`src/rtl/vrc_pkg.sv`:
```
package vrc_pkg;
  typedef enum logic [1:0] {
    MODE_RECOVER = 2'd0,
    MODE_SCAN    = 2'd1,
    MODE_PROBE   = 2'd2
  } cell_mode_e;

  function automatic cell_mode_e decode_mode(input logic test_en, input logic scan_sel);
    if (test_en)       return MODE_PROBE;
    else if (scan_sel) return MODE_SCAN;
    else               return MODE_RECOVER;
  endfunction
endpackage

```
`src/rtl/vrc_front.sv`:
```
module vrc_front (
  input  logic test_en,
  input  logic scan_sel,
  input  logic chain_d,
  input  logic via,
  input  logic vref,
  output logic pos,
  output logic neg
);
  always_comb begin
    pos = scan_sel ? chain_d : via;
    neg = test_en ? vref : ~pos;
  end
endmodule

```
`src/rtl/vrc_stage.sv`:
```
module vrc_stage (
  input  logic clk,
  input  logic rst_n,
  input  logic latch_en,
  input  logic cap_go,
  input  logic cmp,
  output logic sa_q,
  output logic cfg
);
  logic sa_hold;

  assign sa_q = latch_en ? cmp : sa_hold;

  always_ff @(posedge clk or negedge rst_n) begin
    if (!rst_n) begin
      sa_hold <= 1'b0;
      cfg     <= 1'b0;
    end else begin
      sa_hold <= sa_q;
      if (cap_go) cfg <= sa_q;
    end
  end
endmodule

```
`src/rtl/vrc_outsel.sv`:
```
module vrc_outsel (
  input  logic op_mode,
  input  logic cfg,
  input  logic restored,
  input  logic via,
  output logic dout
);
  always_comb begin
    if (!op_mode)  dout = cfg;
    else if (cfg)  dout = restored;
    else           dout = via;
  end
endmodule

```
`src/rtl/via_repair_array.sv`:
```
module via_repair_array #(
  parameter int NUM_VIAS = 4
) (
  input  logic                clk,
  input  logic                rst_n,
  input  logic                test_en,
  input  logic                scan_sel,
  input  logic                op_mode,
  input  logic                scan_clk,
  input  logic                scan_in,
  input  logic                vref_lvl,
  input  logic [NUM_VIAS-1:0] via_lvl,
  input  logic [NUM_VIAS-1:0] cmp_res,
  output logic [NUM_VIAS-1:0] sense_a,
  output logic [NUM_VIAS-1:0] sense_b,
  output logic                scan_out,
  output logic [NUM_VIAS-1:0] core_data
);
  import vrc_pkg::*;
  localparam int LAST = NUM_VIAS - 1;

  cell_mode_e          mode;
  logic                sclk_d;
  logic                scan_rise;
  logic                hold_open;
  logic                latch_en;
  logic                cap_go;
  logic [NUM_VIAS-1:0] cfg_q;
  logic [NUM_VIAS-1:0] sa_q;
  logic [NUM_VIAS:0]   chain;

  assign mode      = decode_mode(test_en, scan_sel);
  assign hold_open = (mode == MODE_RECOVER);
  assign latch_en  = hold_open | scan_clk;
  assign scan_rise = scan_clk & ~sclk_d;
  assign cap_go    = scan_rise & ~hold_open;

  always_ff @(posedge clk or negedge rst_n) begin
    if (!rst_n) sclk_d <= 1'b0;
    else        sclk_d <= scan_clk;
  end

  assign chain[0] = scan_in;

  generate
    for (genvar i = 0; i < NUM_VIAS; i++) begin : g_lane
      vrc_front u_front (
        .test_en (test_en),
        .scan_sel(scan_sel),
        .chain_d (chain[i]),
        .via     (via_lvl[i]),
        .vref    (vref_lvl),
        .pos     (sense_a[i]),
        .neg     (sense_b[i])
      );
      vrc_stage u_stage (
        .clk     (clk),
        .rst_n   (rst_n),
        .latch_en(latch_en),
        .cap_go  (cap_go),
        .cmp     (cmp_res[i]),
        .sa_q    (sa_q[i]),
        .cfg     (cfg_q[i])
      );
      vrc_outsel u_out (
        .op_mode (op_mode),
        .cfg     (cfg_q[i]),
        .restored(sa_q[i]),
        .via     (via_lvl[i]),
        .dout    (core_data[i])
      );
      assign chain[i+1] = cfg_q[i];
    end
  endgenerate

  assign scan_out = chain[LAST+1];
endmodule

```
`config.mk`:
```
export PLATFORM = sky130hd
export DESIGN_NAME = via_repair_array
export DESIGN_NICKNAME = d
export VERILOG_FILES = /design/src/rtl/vrc_pkg.sv /design/src/rtl/vrc_front.sv /design/src/rtl/vrc_stage.sv /design/src/rtl/vrc_outsel.sv /design/src/rtl/via_repair_array.sv
export SDC_FILE = /design/constraint.sdc
export NUM_CORES = 1
export LEC_CHECK = 0
export BUFFER_PORTS_ARGS = -buffer_cell sky130_fd_sc_hd__buf_2
export CAP_MARGIN = 20
export CORE_MARGIN = 2
export CORE_UTILIZATION = 30
export DETAILED_ROUTE_END_ITERATION = 10
export SLEW_MARGIN = 30
export SYNTH_ARGS = -nofsm -noshare
export SYNTH_HDL_FRONTEND = slang
export SYNTH_SLANG_ARGS = --single-unit
```
`constraint.sdc`:
```
create_clock -name clk -period 1.36 [get_ports clk]
set_clock_uncertainty 0.1 [all_clocks]
set_input_delay 0.136 -clock clk [delete_from_list [all_inputs] [get_ports clk]]
set_output_delay 0.136 -clock clk [all_outputs]
set_load 0.03 [all_outputs]
```
==> out/results.ini, run 1 <==
[run_status]
status = finished with violations
violations = setup timing

[clocking]
clk_pin_slew_ns = 0.07
tritoncts = done
htree_levels = 1
cts-root-buf = clkbuf_4
cts_made_buffers = 3
cts.sinks = 9
clock_latency_ns = 0.25
clk_path_buf_depth = 2

[yosys]
synth_top_family_by_area = multiplexers
synth-seq-cells = 9
syn_avg_cell_area_um2 = 11.2
syn_inst = 54
synth-compound-area-share = 0.158
seq_area_frac_synth = 0.373
synth-simple-area-share = 0.0664
syn_area_um2 = 603
synth_fp_nets = 70
synthMuxAreaShare = 0.241
synth_adder_area_share = 0
synth_cell_types = 15
yosys_warnings = 0
synth_xor_area_frac = 0

[global_routing]
overflow = 0
grt_usage = 0.121
grt_pass1_vias = 501
antenna_found_initial = 0
grt_max_degree = 10
grt_pass1_wl_um = 2280

[timing]
rsz0062_at_grt = true
finalCritPeriodShare = 1.08
min_period_ns = 1.46
max_freq_ghz = 0.684
report.final.slew_viol_count = 0
setup_violations = 7
finalHoldViolations = 0
finalWorstSetupSlack_ns = -0.102
worst_slew_pin_slew_ns = 0.284
max_slew_margin = 0.810

[floorplanning]
start_util = 0.314
dieArea_mm2 = 0.00238
io_pins = 29
die_w_um = 48.8
die_y_um = 48.8
rows = 16
core_area_mm2 = 0.00192

[power]
vdd_ir_drop_max_v = 0.000491
power_frac_clock = 0.206
p_seq_frac = 0.321
power_switching_share = 0.349
p_leak_nw = 0.427
p_sw_mw = 0.349
p_per_area_mw_per_mm2 = 1140
pwr-share-comb = 0.472
p_int_mw = 0.652

[run]
cap_violations = 0

[routing]
drc = 0
drt-initial-drc-count = 4
via_per_inst = 4.40
ant_nets = 0
vias = 484
wl_per_cell_um = 12.6
drtPass1Iterations = 4
drt-total-wl_um = 1390

[placed_design]
dp_hpwl_um = 963
post-place-ws_ns = -0.0275
portBuffers = 28
gp_congestion = 0.690

[critical_path]
crit_path_end_kind = output port
path_class = register to output port
setup.worst_path.start_class = register
critPathMaxFanout = 2
cp.arrival_ns = 1.23
cp.required_ns = 1.12

[finish]
fillCellCount = 186
final_nets = 100
final_common_cell = buf_2
final_util = 0.458
drive_gt1_frac = 0.723
syn2layout_area_growth_pct = 45.9
diodes = 0
layout_common_cells = buf_2, buf_4, dfrtp_1, mux2_4, buf_6

[worst_hold_path]
hp-class = input port to register

layout make-up:
type	count	area, um2	area share
Inverter	1	3.75	0.00427
Timing Repair Buffer	38	265	0.302
Sequential cell	9	225	0.256
Clock buffer	4	26.3	0.0299
Multi-Input combinational cell	31	325	0.370
Tap cell	27	33.8	0.0384
worst paths after layout:
check                                           from  depth (start not counted)  slack [ns]                        end
max                        g_lane[2].u_stage.sa_hold                          3       -0.10               core_data[2]
min                                       cmp_res[2]                          2        0.03      g_lane[2].u_stage.cfg
max reg2reg                                   sclk_d                          2        0.07      g_lane[0].u_stage.cfg
min reg2reg                g_lane[1].u_stage.sa_hold                          2        0.39  g_lane[1].u_stage.sa_hold
max in group asynchronous                      rst_n                          2        0.80  g_lane[1].u_stage.sa_hold
min in group asynchronous                      rst_n                          2        0.17  g_lane[2].u_stage.sa_hold
synth_stat cells:
cell type | number | area [um2]
buf_4 | 12 | 90.1
dfrtp_1 | 9 | 225
mux2_2 | 8 | 90.1
a21oi_1 | 4 | 20.0
nand2_1 | 4 | 15.0
o21ai_0 | 4 | 20.0
mux2_4 | 3 | 45.0
o21ba_1 | 3 | 30.0
a31oi_1 | 1 | 6.26
buf_1 | 1 | 3.75
inv_1 | 1 | 3.75
mux2i_1 | 1 | 10.0
nor2_2 | 1 | 6.26
nor3b_4 | 1 | 18.8
o21bai_4 | 1 | 18.8
registers in the layout (all words and copies together) (netlist names):
signal and cells:
g_lane.u_stage.cfg 4, sclk_d 1, g_lane.u_stage.sa_hold 4
per-layer routing:
metal	wire length, um	part of all wire	track usage	vias up
met4	0	0	0.0286	0
met3	66	0.048	0.0245	0
met2	659	0.48	0.189	20
met5	0	0	0	-
met1	661	0.48	0.171	227
li1	-	-	-	237
critical path: stages (launching register included):
cell and delay [ns]:
dfrtp_1 0.37, mux2_4 0.28, o21ba_4 0.19, buf_6 0.13
kinds of logic after synthesis:
logic type,after synthesis
mux,12
flops,9
simple gates,6
buf+inv,14
compound gates,13
stage by stage:
stage          instance area [um2]  hold slack, ns  std cells  power (mW)  TNS, ns
2_1_floorplan                  603          -0.260         54       0.626        0
3_3_place_gp                   706          -0.103         99       0.666  -0.0212
3_5_place_dp                   706          -0.101         99       0.670  -0.0592
4_1_cts                        843          0.0245        109       0.985   -0.630
5_1_grt                        880          0.0331        110        1.05   -0.796
6_report                       880          0.0327        110        1.00   -0.488
power by group through the flow:
| stage | Combinational (mW) | Sequential, mW | Clock (mW) |
|---|---|---|---|
| 5_1_grt | 0.503 | 0.325 | 0.225 |
| 4_1_cts | 0.450 | 0.322 | 0.214 |
| 3_5_place_dp | 0.338 | 0.332 | 0 |
| 2_1_floorplan | 0.289 | 0.337 | 0 |
| 3_3_place_gp | 0.335 | 0.331 | 0 |
| 6_report | 0.473 | 0.322 | 0.207 |
what timing repair did:
item,CTS,global route
pin swaps,5,2
buffers inserted,4,1
hold buffers,2,0
gates resized for setup,20,9
endpoints found under the setup margin,10,8
endpoints found under the hold margin,10,0
Note: power is estimated with default switching activity, not from simulation.
==> inputs of run 2 (changes only) <==
==> constraint.sdc (replaced) <==
create_clock -name clk -period 1.36 [get_ports clk]
set_clock_uncertainty 0.1 [all_clocks]
set_input_delay 0.408 -clock clk [delete_from_list [all_inputs] [get_ports clk]]
set_output_delay 0.408 -clock clk [all_outputs]
set_load 0.03 [all_outputs]
==> out/results.ini, run 2 (same netlist as run 1, synthesis figures left out) <==
[finish]
fillCellCount = 183  ; was 186
final_nets = 104  ; was 100
syn2layout_area_growth_pct = 69.3  ; was 45.9%
design_area_mm2 = 0.00102  ; was 880 um2
final_common_cell = buf_6  ; was buf_2
stdcell_count = 114  ; was 110
layout_common_cells = buf_6, buf_2, mux2_4, dfrtp_1, buf_4  ; was buf_2, buf_4, dfrtp_1, mux2_4, buf_6
drive_gt1_frac = 0.759  ; was 0.723
diodes = 0  ; unchanged
reg_top3 = g_lane.u_stage.cfg: 4 flops, g_lane.u_stage.sa_hold: 4 flops, sclk_d: 1 flops  ; unchanged

[routing]
drt-total-wl_um = 1500  ; was 1390 um
met2_length_um = 766  ; was 659 um
ant_nets = 0  ; unchanged
drc = 0  ; unchanged
via_per_inst = 4.39  ; was 4.40
wl_per_cell_um = 13.2  ; was 12.6 um
drt-met1-wl_um = 669  ; was 661 um
vias = 501  ; was 484
top_layer_used = met3  ; unchanged
drtPass1Iterations = 1  ; was 4
wl_met3_um = 66  ; unchanged
drt-initial-drc-count = 0  ; was 4

[timing]
rsz0062_at_grt = true  ; unchanged
max_freq_ghz = 0.523  ; was 0.684 GHz
finalCritPeriodShare = 1.41  ; was 1.08
worst_slew_pin_slew_ns = 0.224  ; was 0.284 ns
finalHoldViolations = 0  ; unchanged
report.final.slew_viol_count = 0  ; unchanged
hold_ws_ns = 0.154  ; was 0.0327 ns
setup_violations = 16  ; was 7
finalWorstSetupSlack_ns = -0.552  ; was -0.102 ns
min_period_ns = 1.91  ; was 1.46 ns
tns_ns = -4.77  ; was -0.488 ns
max_slew_margin = 0.850  ; was 0.810

[worst_hold_path]
min_from = scan_clk  ; was cmp_res[2]
hp-class = input port to register  ; unchanged

[clocking]
tritoncts = done  ; unchanged
clk_pin_slew_ns = 0.06  ; was 0.07 ns
clk_path_buf_depth = 2  ; unchanged
cts_made_buffers = 3  ; unchanged
cts.sinks = 9  ; unchanged
htree_levels = 1  ; unchanged
clock_latency_ns = 0.26  ; was 0.25 ns
cts-root-buf = clkbuf_4  ; unchanged

[critical_path]
startpoint = test_en  ; was g_lane[2].u_stage.sa_hold
path_class = input port to output port  ; was register to output port
crit_path_end_kind = output port  ; unchanged
cp_num_buf_inv = 3  ; was 1
cpPeakStageDelay_ns = 0.22  ; was 0.37 ns
cp.required_ns = 0.85  ; was 1.12 ns
cp_top_family = buffers and inverters  ; was flip-flops
path_common_cell = buf_6
cp.arrival_ns = 1.40  ; was 1.23 ns
setup.worst_path.start_class = input port  ; was register
critPathMaxFanout = 4  ; was 2
cp_slowest_cell = o21bai_4  ; was dfrtp_1
r2r-start = sclk_d  ; unchanged
cp_cell_sequence = buf_6, o21bai_4, buf_6, mux2i_4, a31oi_1, buf_4  ; was mux2_4, o21ba_4, buf_6

[run_status]
status = finished with violations  ; unchanged
violations = setup timing  ; unchanged

[floorplanning]
start_util = 0.314  ; unchanged
die_y_um = 48.8  ; unchanged
dieArea_mm2 = 0.00238  ; unchanged
io_pins = 29  ; unchanged
die_w_um = 48.8  ; unchanged
core_area_mm2 = 0.00192  ; unchanged
rows = 16  ; unchanged

[global_routing]
grt_usage = 0.132  ; was 0.121
overflow = 0  ; unchanged
antenna_found_initial = 0  ; unchanged
grt_max_degree = 10  ; unchanged
grt_pass1_wl_um = 2370  ; was 2280 um
grt_pass1_vias = 521  ; was 501

[placed_design]
post-place-ws_ns = -0.586  ; was -0.0275 ns
dp_hpwl_um = 983  ; was 963 um
portBuffers = 28  ; unchanged
place_area_um2 = 766  ; was 706 um2
gp_congestion = 0.715  ; was 0.690
dp.cells = 105  ; was 99

[power]
p_per_area_mw_per_mm2 = 1050  ; was 1140 mW/mm2
p_leak_nw = 0.495  ; was 0.427 nW
vdd_ir_drop_max_v = 0.000490  ; was 0.000491 V

[run]
cap_violations = 0  ; unchanged

## run 2: stage by stage
stage          total power [mW]  utilization
4_1_cts                    1.05        0.505
5_1_grt                    1.14        0.531
3_3_place_gp              0.709        0.398
6_report                   1.08        0.531
3_5_place_dp              0.715        0.398
2_1_floorplan             0.664            -
## run 2: final timing paths
| kind | end | slack [ns] | cells after the start |
|---|---|---|---|
| max | core_data[1] | -0.55 | 6 |
| min | sclk_d | 0.15 | 1 |
| max reg2reg | g_lane[2].u_stage.cfg | 0.10 | 3 |
| min reg2reg | g_lane[0].u_stage.sa_hold | 0.40 | 1 |
| max in group asynchronous | g_lane[0].u_stage.sa_hold | 0.54 | 2 |
| min in group asynchronous | g_lane[1].u_stage.sa_hold | 0.43 | 2 |
## run 2: worst reg2reg max path, stage by stage, from the launching register on
cell     delay [ns]
dfrtp_1        0.39
nor3b_4        0.20
buf_6          0.16
mux2_4         0.30
## run 2: where the power goes
part | switching (mW) | internal, mW | total (mW)
sequential | 0.0221 | 0.303 | 0.325
combinational | 0.251 | 0.297 | 0.549
clock | 0.0889 | 0.113 | 0.202
total | 0.362 | 0.713 | 1.08
## run 2: layer usage
metal	global-route usage	vias up
li1	-	241
met1	0.159	236
met2	0.226	24
met3	0.0184	0
met4	0.0714	0
met5	0	-
## run 2: layout make-up
cell class | instances | area [um2] | share of cell area
well taps | 27 | 33.8 | 0.0331
repair buffers | 42 | 370 | 0.363
clock buffers | 4 | 26.3 | 0.0257
multi-input cells | 31 | 362 | 0.354
flip-flops and latches | 9 | 225 | 0.221
inverters | 1 | 3.75 | 0.00368
## run 2: repair_timing
item                                    CTS  global route
pin swaps                                 8             5
gates resized for setup                  39            12
endpoints found under the hold margin     9             0
endpoints found under the setup margin   17            17
hold buffers                              1             0
buffers inserted                          4             1
cloned                                    0             0
==> inputs of run 3 (changes only) <==
--- a/config.mk
+++ b/config.mk
@@ -9,6 +9,7 @@
 export CAP_MARGIN = 20
 export CORE_MARGIN = 2
 export CORE_UTILIZATION = 30
+export CTS_BUF_LIST = sky130_fd_sc_hd__clkbuf_2
 export DETAILED_ROUTE_END_ITERATION = 10
 export SLEW_MARGIN = 30
 export SYNTH_ARGS = -nofsm -noshare
==> out/results.ini, run 3 (same netlist as run 1, synthesis figures left out) <==
[routing]
drt-total-wl_um = 1490  ; was 1500 um
via_per_inst = 4.44  ; was 4.39
vias = 506  ; was 501
wl_per_cell_um = 13.1  ; was 13.2 um
drtPass1Iterations = 1  ; unchanged
ant_nets = 0  ; unchanged
drc = 0  ; unchanged
drt-initial-drc-count = 0  ; unchanged

[floorplanning]
die_w_um = 48.8  ; unchanged
die_y_um = 48.8  ; unchanged
io_pins = 29  ; unchanged
rows = 16  ; unchanged
start_util = 0.314  ; unchanged
core_area_mm2 = 0.00192  ; unchanged
dieArea_mm2 = 0.00238  ; unchanged

[clocking]
clk_path_buf_depth = 2  ; unchanged
clock_latency_ns = 0.25  ; was 0.26 ns
cts_made_buffers = 3  ; unchanged
cts.sinks = 9  ; unchanged
tritoncts = done  ; unchanged
clk_pin_slew_ns = 0.09  ; was 0.06 ns
htree_levels = 1  ; unchanged
cts-root-buf = clkbuf_2  ; was clkbuf_4

[critical_path]
cp_slowest_cell = o21bai_4  ; unchanged
cp.required_ns = 0.85  ; about the same
crit_path_end_kind = output port  ; unchanged
cpPeakStageDelay_ns = 0.22  ; about the same
cp_cell_sequence = buf_6, o21bai_4, buf_6, mux2i_4, a31oi_1, buf_4  ; unchanged
critPathMaxFanout = 4  ; unchanged
setup.worst_path.start_class = input port  ; unchanged
cp.depth = 6  ; unchanged
cp.arrival_ns = 1.40  ; about the same
r2r_cells = 3  ; unchanged
path_class = input port to output port  ; unchanged
path_common_cell = buf_6  ; unchanged
cp_top_family = buffers and inverters  ; unchanged
cp_num_buf_inv = 3  ; unchanged

[timing]
setup_violations = 16  ; unchanged
tns_ns = -4.87  ; was -4.77 ns
max_slew_margin = 0.851  ; was 0.850
worst_slew_pin_slew_ns = 0.223  ; was 0.224 ns
rsz0062_at_grt = true  ; unchanged
report.final.slew_viol_count = 0  ; unchanged
finalHoldViolations = 0  ; unchanged
finalWorstSetupSlack_ns = -0.551  ; was -0.552 ns
min_period_ns = 1.91  ; about the same
max_freq_ghz = 0.523  ; about the same
finalCritPeriodShare = 1.41  ; about the same

[finish]
syn2layout_area_growth_pct = 68.9  ; was 69.3%
layout_common_cells = buf_6, buf_2, mux2_4, dfrtp_1, buf_4  ; unchanged
drive_gt1_frac = 0.770  ; was 0.759
final_common_cell = buf_6  ; unchanged
diodes = 0  ; unchanged
design_area_mm2 = 0.00102  ; about the same
reg_top3 = g_lane.u_stage.cfg: 4 flops, g_lane.u_stage.sa_hold: 4 flops, sclk_d: 1 flops  ; unchanged
final_nets = 104  ; unchanged

[global_routing]
grt_pass1_vias = 512  ; was 521
grt_pass1_wl_um = 2300  ; was 2370 um
use_met3 = 0.0184  ; unchanged
grt_max_degree = 10  ; unchanged
antenna_found_initial = 0  ; unchanged
use_met2 = 0.208  ; was 0.226
overflow = 0  ; unchanged
busiest_layer = met2  ; unchanged
grt_usage = 0.128  ; was 0.132
use_met1 = 0.158  ; was 0.159

[placed_design]
dp_hpwl_um = 983  ; unchanged
place_area_um2 = 766  ; unchanged
gp_congestion = 0.715  ; unchanged
portBuffers = 28  ; unchanged

[power]
p_leak_nw = 0.498  ; was 0.495 nW
p_per_area_mw_per_mm2 = 1030  ; was 1050 mW/mm2
vdd_ir_drop_max_v = 0.000536  ; was 0.000490 V
power.total_mw = 1.05  ; was 1.08 mW

[run_status]
violations = setup timing  ; unchanged
status = finished with violations  ; unchanged

[run]
cap_violations = 0  ; unchanged

[worst_hold_path]
hp-class = input port to register  ; unchanged
worstHoldPathCells = 1  ; unchanged

[run 3: cell counts in the layout (fill, tap and decap cells not counted)]
Identical to the previous run, type by type.
[run 3: area by class of cell]
cell class	count	area (um2)
Inverter	1	3.75
Tap cell	27	33.8
Multi-Input combinational cell	31	362
Sequential cell	9	225
Clock buffer	4	20.0
Fill cell	186	903
Timing Repair Buffer	42	374
[run 3: path summary, 6_finish.rpt]
check,from,endpoint,slack [ns]
worst min register to register,g_lane[0].u_stage.sa_hold,g_lane[0].u_stage.sa_hold,0.40
min in group asynchronous,rst_n,g_lane[3].u_stage.cfg,0.42
max in group asynchronous,rst_n,g_lane[0].u_stage.sa_hold,0.55
worst min-delay path,scan_clk,sclk_d,0.15
worst max register to register,sclk_d,g_lane[2].u_stage.cfg,0.10
worst max-delay path,test_en,core_data[1],-0.55
[run 3: worst register-to-register path, cell delays in order, from the launching register on]
cell and delay [ns]:
dfrtp_1 0.40, nor3b_4 0.20, buf_6 0.15, mux2_4 0.30
[run 3: metal layers]
layer | wire length, um | part of all wire
met2 | 729 | 0.49
met5 | 0 | 0
met4 | 34 | 0.023
met1 | 650 | 0.44
met3 | 74 | 0.050
[run 3: metrics by stage]
stage / util / setup slack [ns] / hold WS (ns) / instances
2_1_floorplan: - / -0.376 / 0.0124 / 54
5_1_grt: 0.530 / -0.582 / 0.138 / 114
3_5_place_dp: 0.398 / -0.586 / 0.172 / 105
6_report: 0.530 / -0.551 / 0.154 / 114
4_1_cts: 0.497 / -0.551 / 0.183 / 113
3_3_place_gp: 0.398 / -0.577 / 0.168 / 105
[run 3: repair_timing]
action,in CTS,in global routing
hold endpoints to repair,9,0
pin swaps,8,6
hold buffers,1,0
cloned,0,0
endpoints found under the setup margin,17,17
setup buffers,3,2
gates resized for setup,39,13
[run 3: report_power, final]
part           internal [mW]  leakage, nW  switching (mW)  total, mW
clock network         0.0781       0.0166          0.0939      0.172
logic                  0.301        0.376           0.251      0.552
registers              0.302        0.105          0.0222      0.324
